===== config.mk =====
export PLATFORM = sky130hd
export DESIGN_NAME = clkout_gate_ctl
export DESIGN_NICKNAME = d
export VERILOG_FILES = /design/src/rtl/ogc_pkg.sv /design/src/rtl/ogc_mode_decode.sv /design/src/rtl/ogc_bank_gate.sv /design/src/rtl/clkout_gate_ctl.sv
export SDC_FILE = /design/constraint.sdc
export NUM_CORES = 1
export LEC_CHECK = 0
export BUFFER_PORTS_ARGS = -buffer_cell sky130_fd_sc_hd__buf_4
export CORE_MARGIN = 4
export CORE_UTILIZATION = 34
export CTS_CLUSTER_SIZE = 14
export DETAILED_ROUTE_END_ITERATION = 10
export PLACE_DENSITY = 0.72
export SETUP_SLACK_MARGIN = 0.5
export SLEW_MARGIN = 20
export SYNTH_ARGS = -nofsm -noshare
export SYNTH_HDL_FRONTEND = slang
export SYNTH_SLANG_ARGS = --single-unit

===== constraint.sdc =====
create_clock -name clk -period 1 [get_ports clk]
set_input_delay 0.1 -clock clk [delete_from_list [all_inputs] [get_ports clk]]
set_output_delay 0.1 -clock clk [all_outputs]
set_load 0.05 [all_outputs]

===== src/rtl/ogc_pkg.sv =====
package ogc_pkg;

  typedef enum logic [1:0] {
    LVL_LOW  = 2'b00,
    LVL_MID  = 2'b01,
    LVL_HIGH = 2'b10
  } lvl_e;

  // three-level decode: 11 folds onto MID
  function automatic lvl_e lvl_decode(input logic [1:0] raw);
    case (raw)
      2'b00:   return LVL_LOW;
      2'b10:   return LVL_HIGH;
      default: return LVL_MID;
    endcase
  endfunction

  // level a bank rests at while gated off
  function automatic logic bank_idle(input logic is_inv_bank, input lvl_e f_hi,
                                     input lvl_e f_lo, input logic edge_pos);
    if (is_inv_bank && f_hi == LVL_HIGH && f_lo == LVL_HIGH) return edge_pos;
    return 1'b0;
  endfunction

  // disable request for one bank
  function automatic logic bank_off(input logic is_fb_bank, input logic test_mid,
                                    input logic oe_dis, input lvl_e f_hi, input lvl_e f_lo);
    if (test_mid) return oe_dis && f_hi == LVL_LOW && f_lo == LVL_LOW;
    return oe_dis && !is_fb_bank;
  endfunction

endpackage


===== src/rtl/ogc_mode_decode.sv =====
module ogc_mode_decode
  import ogc_pkg::*;
(
  input  logic [1:0] test_raw_i,
  output logic       test_mid_o,
  output logic       bypass_o
);
  lvl_e test_lvl_w;

  assign test_lvl_w = lvl_decode(test_raw_i);
  assign test_mid_o = (test_lvl_w == LVL_MID);
  assign bypass_o   = (test_lvl_w != LVL_LOW);
endmodule


===== src/rtl/ogc_bank_gate.sv =====
module ogc_bank_gate #(
  parameter int PINS = 2
) (
  input  logic            clk,
  input  logic            rst_n,
  input  logic            src_i,
  input  logic            idle_i,
  input  logic            off_req_i,
  output logic [PINS-1:0] pin_o
);
  logic gate_q;
  logic at_idle_w;
  logic gate_nxt_w;
  logic pin_nxt_w;

  assign at_idle_w  = (src_i == idle_i);
  assign gate_nxt_w = at_idle_w ? ~off_req_i : gate_q;
  assign pin_nxt_w  = gate_q ? src_i : idle_i;

  always_ff @(posedge clk) begin
    if (!rst_n) gate_q <= 1'b0;
    else        gate_q <= gate_nxt_w;
  end

  for (genvar p = 0; p < PINS; p++) begin : g_pin
    logic pin_q;
    always_ff @(posedge clk) begin
      if (!rst_n) pin_q <= 1'b0;
      else        pin_q <= pin_nxt_w;
    end
    assign pin_o[p] = pin_q;
  end

  // gate state moves only from a cycle where the source sat at idle
  p_gate_move_idle_r4: assert property (@(posedge clk) disable iff (!rst_n)
    (gate_q != $past(gate_q)) |-> ($past(src_i) == $past(idle_i)));

  // at idle, the request is taken on the next edge
  p_open_at_idle_r4: assert property (@(posedge clk) disable iff (!rst_n)
    (at_idle_w && !off_req_i) |=> gate_q);
  p_close_at_idle_r4: assert property (@(posedge clk) disable iff (!rst_n)
    (at_idle_w && off_req_i) |=> !gate_q);

  // a closed gate parks the pin at idle, an open one follows the source
  p_closed_idle_r2: assert property (@(posedge clk) disable iff (!rst_n)
    !gate_q |=> (pin_o[0] == $past(idle_i)));
  p_open_follow_r2: assert property (@(posedge clk) disable iff (!rst_n)
    gate_q |=> (pin_o[0] == $past(src_i)));

  // both pins of the pair agree
  p_pair_equal_r10: assert property (@(posedge clk) disable iff (!rst_n)
    pin_o[PINS-1] == pin_o[0]);
endmodule


===== src/rtl/clkout_gate_ctl.sv =====
module clkout_gate_ctl
  import ogc_pkg::*;
#(
  parameter int NUM_BANKS     = 4,
  parameter int PINS_PER_BANK = 2,
  parameter int FB_BANK       = 2,
  parameter int INV_BANK      = NUM_BANKS - 1
) (
  input  logic                               clk,
  input  logic                               rst_n,
  input  logic [NUM_BANKS-1:0]               bank_clk_i,
  input  logic                               ref_clk_i,
  input  logic [1:0]                         test_lvl_i,
  input  logic                               oe_dis_i,
  input  logic                               edge_pos_i,
  input  logic [4*NUM_BANKS-1:0]             sel_code_i,
  output logic [NUM_BANKS*PINS_PER_BANK-1:0] pin_clk_o,
  output logic                               bypass_o
);
  localparam int SEL_W = 4;
  localparam int FLD_W = SEL_W / 2;

  logic test_mid_w;
  logic bypass_w;
  logic ref_src_w;
  logic bypass_q;

  ogc_mode_decode u_mode (
    .test_raw_i (test_lvl_i),
    .test_mid_o (test_mid_w),
    .bypass_o   (bypass_w)
  );

  assign ref_src_w = edge_pos_i ? ref_clk_i : ~ref_clk_i;

  for (genvar b = 0; b < NUM_BANKS; b++) begin : g_bank
    lvl_e f_hi_w;
    lvl_e f_lo_w;
    logic src_w;
    logic idle_w;
    logic off_w;

    assign f_hi_w = lvl_decode(sel_code_i[SEL_W*b+FLD_W +: FLD_W]);
    assign f_lo_w = lvl_decode(sel_code_i[SEL_W*b +: FLD_W]);
    assign src_w  = bypass_w ? ref_src_w : bank_clk_i[b];
    assign idle_w = bank_idle(b == INV_BANK, f_hi_w, f_lo_w, edge_pos_i);
    assign off_w  = bank_off(b == FB_BANK, test_mid_w, oe_dis_i, f_hi_w, f_lo_w);

    ogc_bank_gate #(.PINS(PINS_PER_BANK)) u_gate (
      .clk       (clk),
      .rst_n     (rst_n),
      .src_i     (src_w),
      .idle_i    (idle_w),
      .off_req_i (off_w),
      .pin_o     (pin_clk_o[b*PINS_PER_BANK +: PINS_PER_BANK])
    );
  end

  always_ff @(posedge clk) begin
    if (!rst_n) bypass_q <= 1'b0;
    else        bypass_q <= bypass_w;
  end
  assign bypass_o = bypass_q;

  // flag tracks the test level one clock later
  p_bypass_set_r7: assert property (@(posedge clk) disable iff (!rst_n)
    (test_lvl_i != 2'b00) |=> bypass_o);
  p_bypass_clr_r7: assert property (@(posedge clk) disable iff (!rst_n)
    (test_lvl_i == 2'b00) |=> !bypass_o);
endmodule


Yosys cells after proc, flatten, opt, wreduce, memory -nomap -nowiden

Index checks and enable logic that the tools add are counted.

Register bits: 9
Logic and storage cells: 84
Bits of input ports: 27

Mux-type cells: 27
Bitwise operators: 5
Reductions and logical operators: 30
Eq/ne operators: 13

Operators by type and width:

| operator           | number |
|---|---|
| $pmux 2 s2         | 9 |
| $logic_not 2->1    | 17 |
| $eq 2x2->1 const B | 11 |
| $mux 1             | 18 |
| $logic_and 1x1->1  | 9 |
| $reduce_and 2->1   | 3 |
| $not 1->1          | 5 |
| $eq 2x1->1 const B | 1 |
| $reduce_bool 2->1  | 1 |
| $eq 1x1->1         | 1 |

Longest topological paths before layout

Depth after elaboration: 8
Gate-level depth with buffers: 5
Mapped depth without buffers: 4

Hierarchy

A second synthesis with hierarchy kept.

Cells, all modules: 65
Area, all modules: 580.6 µm²

Modules (own cells, without submodules):

| module          | instances | area an instance (µm²) | cells an instance | sequential area each (µm²) |
|---|---|---|---|---|
| ogc_bank_gate   | 4         | 100.1                  | 10                | 40.0 |
| clkout_gate_ctl | 1         | 170.2                  | 23                | 20.0 |
| ogc_mode_decode | 1         | 10.0                   | 2                 | 0.0 |

Least setup slack after synthesis

Ideal clock, no wire load.

Path type: input port to flip-flop
Start: input port test_lvl_i[1]
End: register g_bank[3].u_gate.gate_q
Stages: 5
Buffers on the path: 1
Setup time: 0.072 ns
Path slack: -0.064 ns
Required time: 0.928 ns
Data arrival time: 0.993 ns
Path through: or2_1 buf_6 mux2i_1 xor2_1 mux2i_1

Cells in the longest elaborated chain, start to end: 6

Ends and longest elaborated chain:

| item                                                 | line                  | RTL |
|---|---|---|
| from (decl)                                          | clkout_gate_ctl.sv:13 | `input logic [1:0] test_lvl_i,` |
| $eq 2x2->1 / $logic_not 2->1 (equally long branches) | ogc_pkg.sv:11         | `case (raw)` |
| $pmux 2 s2 *                                         | ogc_pkg.sv:11         |  |
| $eq 2x1->1                                           | ogc_mode_decode.sv:11 | `assign test_mid_o = (test_lvl_w == LVL_MID);` |
| $mux 1                                               | ogc_pkg.sv:28         | `if (test_mid) return oe_dis && f_hi == LVL_LOW && f_lo == LVL_LOW;` |
| $mux 1                                               | ogc_pkg.sv:29         | `return oe_dis && !is_fb_bank;` |
| $not 1->1                                            | ogc_bank_gate.sv:17   | `assign gate_nxt_w = at_idle_w ? ~off_req_i : gate_q;` |
| to (signal assigned)                                 | ogc_bank_gate.sv:22   | `else gate_q <= gate_nxt_w;` |
| to (decl)                                            | ogc_bank_gate.sv:11   | `logic gate_q;` |

Every way passes the cells marked *; elsewhere a longest branch is shown, timed or not.
A chain may end at the register's enable or synchronous reset.

Worst setup path in the final report

Start: register g_bank[3].u_gate.g_pin[0].pin_q
End: output port pin_clk_o[6]

RTL lines:

| item                   | line                  | RTL |
|---|---|---|
| from (decl)            | ogc_bank_gate.sv:26   | `logic pin_q;` |
| from (signal assigned) | ogc_bank_gate.sv:29   | `else pin_q <= pin_nxt_w;` |
| to (decl)              | clkout_gate_ctl.sv:17 | `output logic [NUM_BANKS*PINS_PER_BANK-1:0] pin_clk_o,` |

No word-level cell between the ends.

==> run_results.csv <==
group,metric,value,unit
synth,synth_area_leaders,"dfxtp_1 (37%), buf_4 (12%), mux2i_1 (10%), nor2_1 (6.1%), xnor2_4 (5.6%)",
clock_tree,clk_pin_slew_worst_paths,60,ps
synth,synth_xor_area_share,7.398,%
sta,final-setup-viol-count,0,
setup_path,required,900,ps
final_layout,final_common_cell,"buf_4",
final_layout,final_cell_mix,"buf_4 (28), nor2_1 (7), buf_8 (7), nand2_1 (6)",
power,power.share.switching,29.75,%
clock_tree,cts-htree-levels,1,
final_layout,layout-drive-gt1-share,67.44,%
setup_path,cpMaxStageDelayCell,"dfxtp_2",
setup_path,crit_type,"register to output port",
routing,drt_first_pass_iters,4,
power,powerDensity,1213,mW/mm²
setup_path,max_stage_delay,360,ps
sta,tns,0,ps
flow_run,cap_violations,0,
run_status,status,"complete, no violations",
global_routing,antenna_found_initial,0,
routing,vias,483,
sta,finClkSkew,0.1159,ps
clock_tree,cts_tree,"yes",
power,switching_power,0.3169,mW
routing,routedWlPerCell,10.97,µm
power,p_total,1.065,mW
setup_path,crit_chain,"buf_8",
sta,fin_crit_sh,86.90,%
final_layout,area_delta_synth_final,79.08,%
synth,postSynthAreaPerCell,9.432,µm²
sta,hold_slack,56.74,ps
setup_path,r2r_setup_slack,200,ps
power,power.internal,0.7482,mW
floorplan,ios,36,
floorplan,dieArea,0.002114,mm²
floorplan,die-width,45.98,µm
routing,routed_wirelength,1108,µm
setup_path,worstReg2RegEnd,"g_bank[3].u_gate.g_pin[0].pin_q",
clock_tree,cts_max_path_buffers,2,
power,p_leak,0.3966,nW
floorplan,initial_utilization,36.77,%
clock_tree,clkSinkCount,9,
synth,synth_warnings,0,
min_path,min_path_cells,2,
final_layout,fillers,103,
power,peakVddDrop,0.0005954,V
power,comb_power_share,35.1,%
routing,drcViolationCount,0,
synth,synth_top_cell_by_area,"dfxtp_1",
setup_path,cp_num_buf_inv,1,
global_routing,grt_max_degree,8,
synth,muxShareOfSynthArea,12.50,%
routing,postRouteAntennaNets,0,
floorplan,rows,13,
sta,tightest_slew,323.8,ps
synth,synth_top_area_share,36.73,%
setup_path,critPathMaxFanout,2,
global_routing,first_global_vias,531,
power,clockPowerShare,26.4,%
synth,ys_seq_area_share,36.73,%
final_layout,nets,114,
global_routing,gr-total-overflow,0,
min_path,hold_end,"g_bank[0].u_gate.gate_q",
global_routing,grt_pass1_wl,1994,µm
sta,slew_violations,0,
clock_tree,root_buffer,"clkbuf_4",
global_routing,grt_usage,12.84,%
power,seq_power_share,38.4,%
synth,synth_cell_types,18,
sta,relSlewSlack,78.13,%
clock_tree,cts_buffers,3,
synth,synth_compound_area_share,10.46,%
setup_path,worstReg2RegStart,"g_bank[3].u_gate.gate_q",
synth,netlist_area,490.5,µm²
placement,globalplace.congestion,0.7311,
final_layout,n_antenna_cell,0,
routing,drt_iter0_drc,6,
synth,synthAdderAreaFrac,0,%
sta,fmax,1151,MHz
synth,synth_top_family_by_area,"simple AND/OR/NAND/NOR gates",
synth,synthSimpleGateAreaFrac,17.60,%
setup_path,cp_data_arrival_time,770,ps
routing,routed_via_density,4.782,
placement,numPortBuffers,35,
floorplan,fp.coreArea,0.001334,mm²
floorplan,dieHeight,45.98,µm
setup_path,crit_family,"flip-flops",
setup_path,critPathCaptureType,"output port",
sta,timing.final.crit_period,869.0,ps
setup_path,r2r_cells,2,
min_path,hold_path.class,"input pin to register",
synth,syn_nets,79,
sta,hold_violations,0,
min_path,holdCritStartpoint,"oe_dis_i",
setup_path,worst_setup_path_start_kind,"register",
synth,syn_inst,52,
sta,rsz0062_at_grt,"yes",
final_layout,final_util,65.85,%
clock_tree,clk_latency,260,ps
synth,ys_ff_latch,9,
-- routing by layer --
layer | track usage, % | vias up | wire, µm
met5 | 0 | - | 0
met4 | 10.23 | 0 | 14
met3 | 1.976 | 2 | 148
met2 | 21.43 | 34 | 505
met1 | 14.08 | 204 | 439
li1 | - | 243 | -
-- state kept, by name, indices dropped and copies added (netlist names) --
register / cells
bypass_o: 1
g_bank.u_gate.g_pin.pin_q: 4
g_bank.u_gate.gate_q: 4
-- worst max path at each step --
stage                                               start                      end  slack, ps  cells past startpoint
after floorplan                             test_lvl_i[1]  g_bank[3].u_gate.gate_q        -60                      5
final                     g_bank[3].u_gate.g_pin[0].pin_q             pin_clk_o[6]        130                      1
after CTS                 g_bank[2].u_gate.g_pin[0].pin_q             pin_clk_o[5]        140                      1
after detailed placement                    test_lvl_i[1]  g_bank[3].u_gate.gate_q       -240                      5
after global routing                        test_lvl_i[1]  g_bank[3].u_gate.gate_q        100                      5
after global placement                      test_lvl_i[1]  g_bank[3].u_gate.gate_q       -210                      5
-- synth_stat cells --
cell type  n
dfxtp_1    9
buf_4      8
nor2_1     8
nand2_1    6
mux2i_1    5
o41ai_1    3
a311oi_1   2
a211oi_1   1
and2_2     1
and3_2     1
buf_6      1
inv_1      1
mux2_2     1
nand4_1    1
nor4_1     1
or2_1      1
xnor2_4    1
xor2_1     1
-- power by group through the flow --
stage          combinational, mW  sequential [mW]  clock [mW]
2_1_floorplan              0.191            0.421           0
3_3_place_gp               0.313            0.410           0
3_5_place_dp               0.317            0.410           0
4_1_cts                    0.346            0.407       0.285
5_1_grt                    0.401            0.414       0.303
6_report                   0.374            0.409       0.282
-- area by class of cell --
type / count / area (µm²) / share of cell area, %
flip-flops and latches: 9 / 188.9 / 21.51
clock buffers: 4 / 26.28 / 2.991
multi-input cells: 33 / 280.3 / 31.91
well taps: 15 / 18.77 / 2.137
inverters: 1 / 3.754 / 0.4274
repair buffers: 39 / 360.3 / 41.03
-- worst register-to-register path, cell delays in order, from the launching register on --
cell     delay, ps
dfxtp_1        330
mux2_2         330
nor2_1          70
-- kinds of logic (layout without fill, tap and decap cells) --
kind of cell | Yosys count | after routing
AO/OA/AOI/OAI | 6 | 6
XOR/XNOR | 2 | 2
AND/OR/NAND/NOR | 19 | 19
buffers and inverters | 10 | 44
flip-flops | 9 | 9
multiplexers | 6 | 6
-- stage by stage --
step / instance area [µm²] / setup slack, ps / cells
after CTS: 825.8 / 138.8 / 101
after detailed placement: 743.2 / -241.0 / 97
after global routing: 878.3 / 99.20 / 101
final: 878.3 / 131.0 / 101
after floorplan: 533.0 / -63.96 / 52
after global placement: 743.2 / -208.6 / 97
-- timing repair --
item                       4_1_cts  5_1_grt
setup endpoints to repair       18       18
gates resized for setup         14       12
pin swaps                        4        2
hold buffers                     0        0
gates cloned                     0        0
setup buffers                    0        0
(Power assumes the default switching activity.)
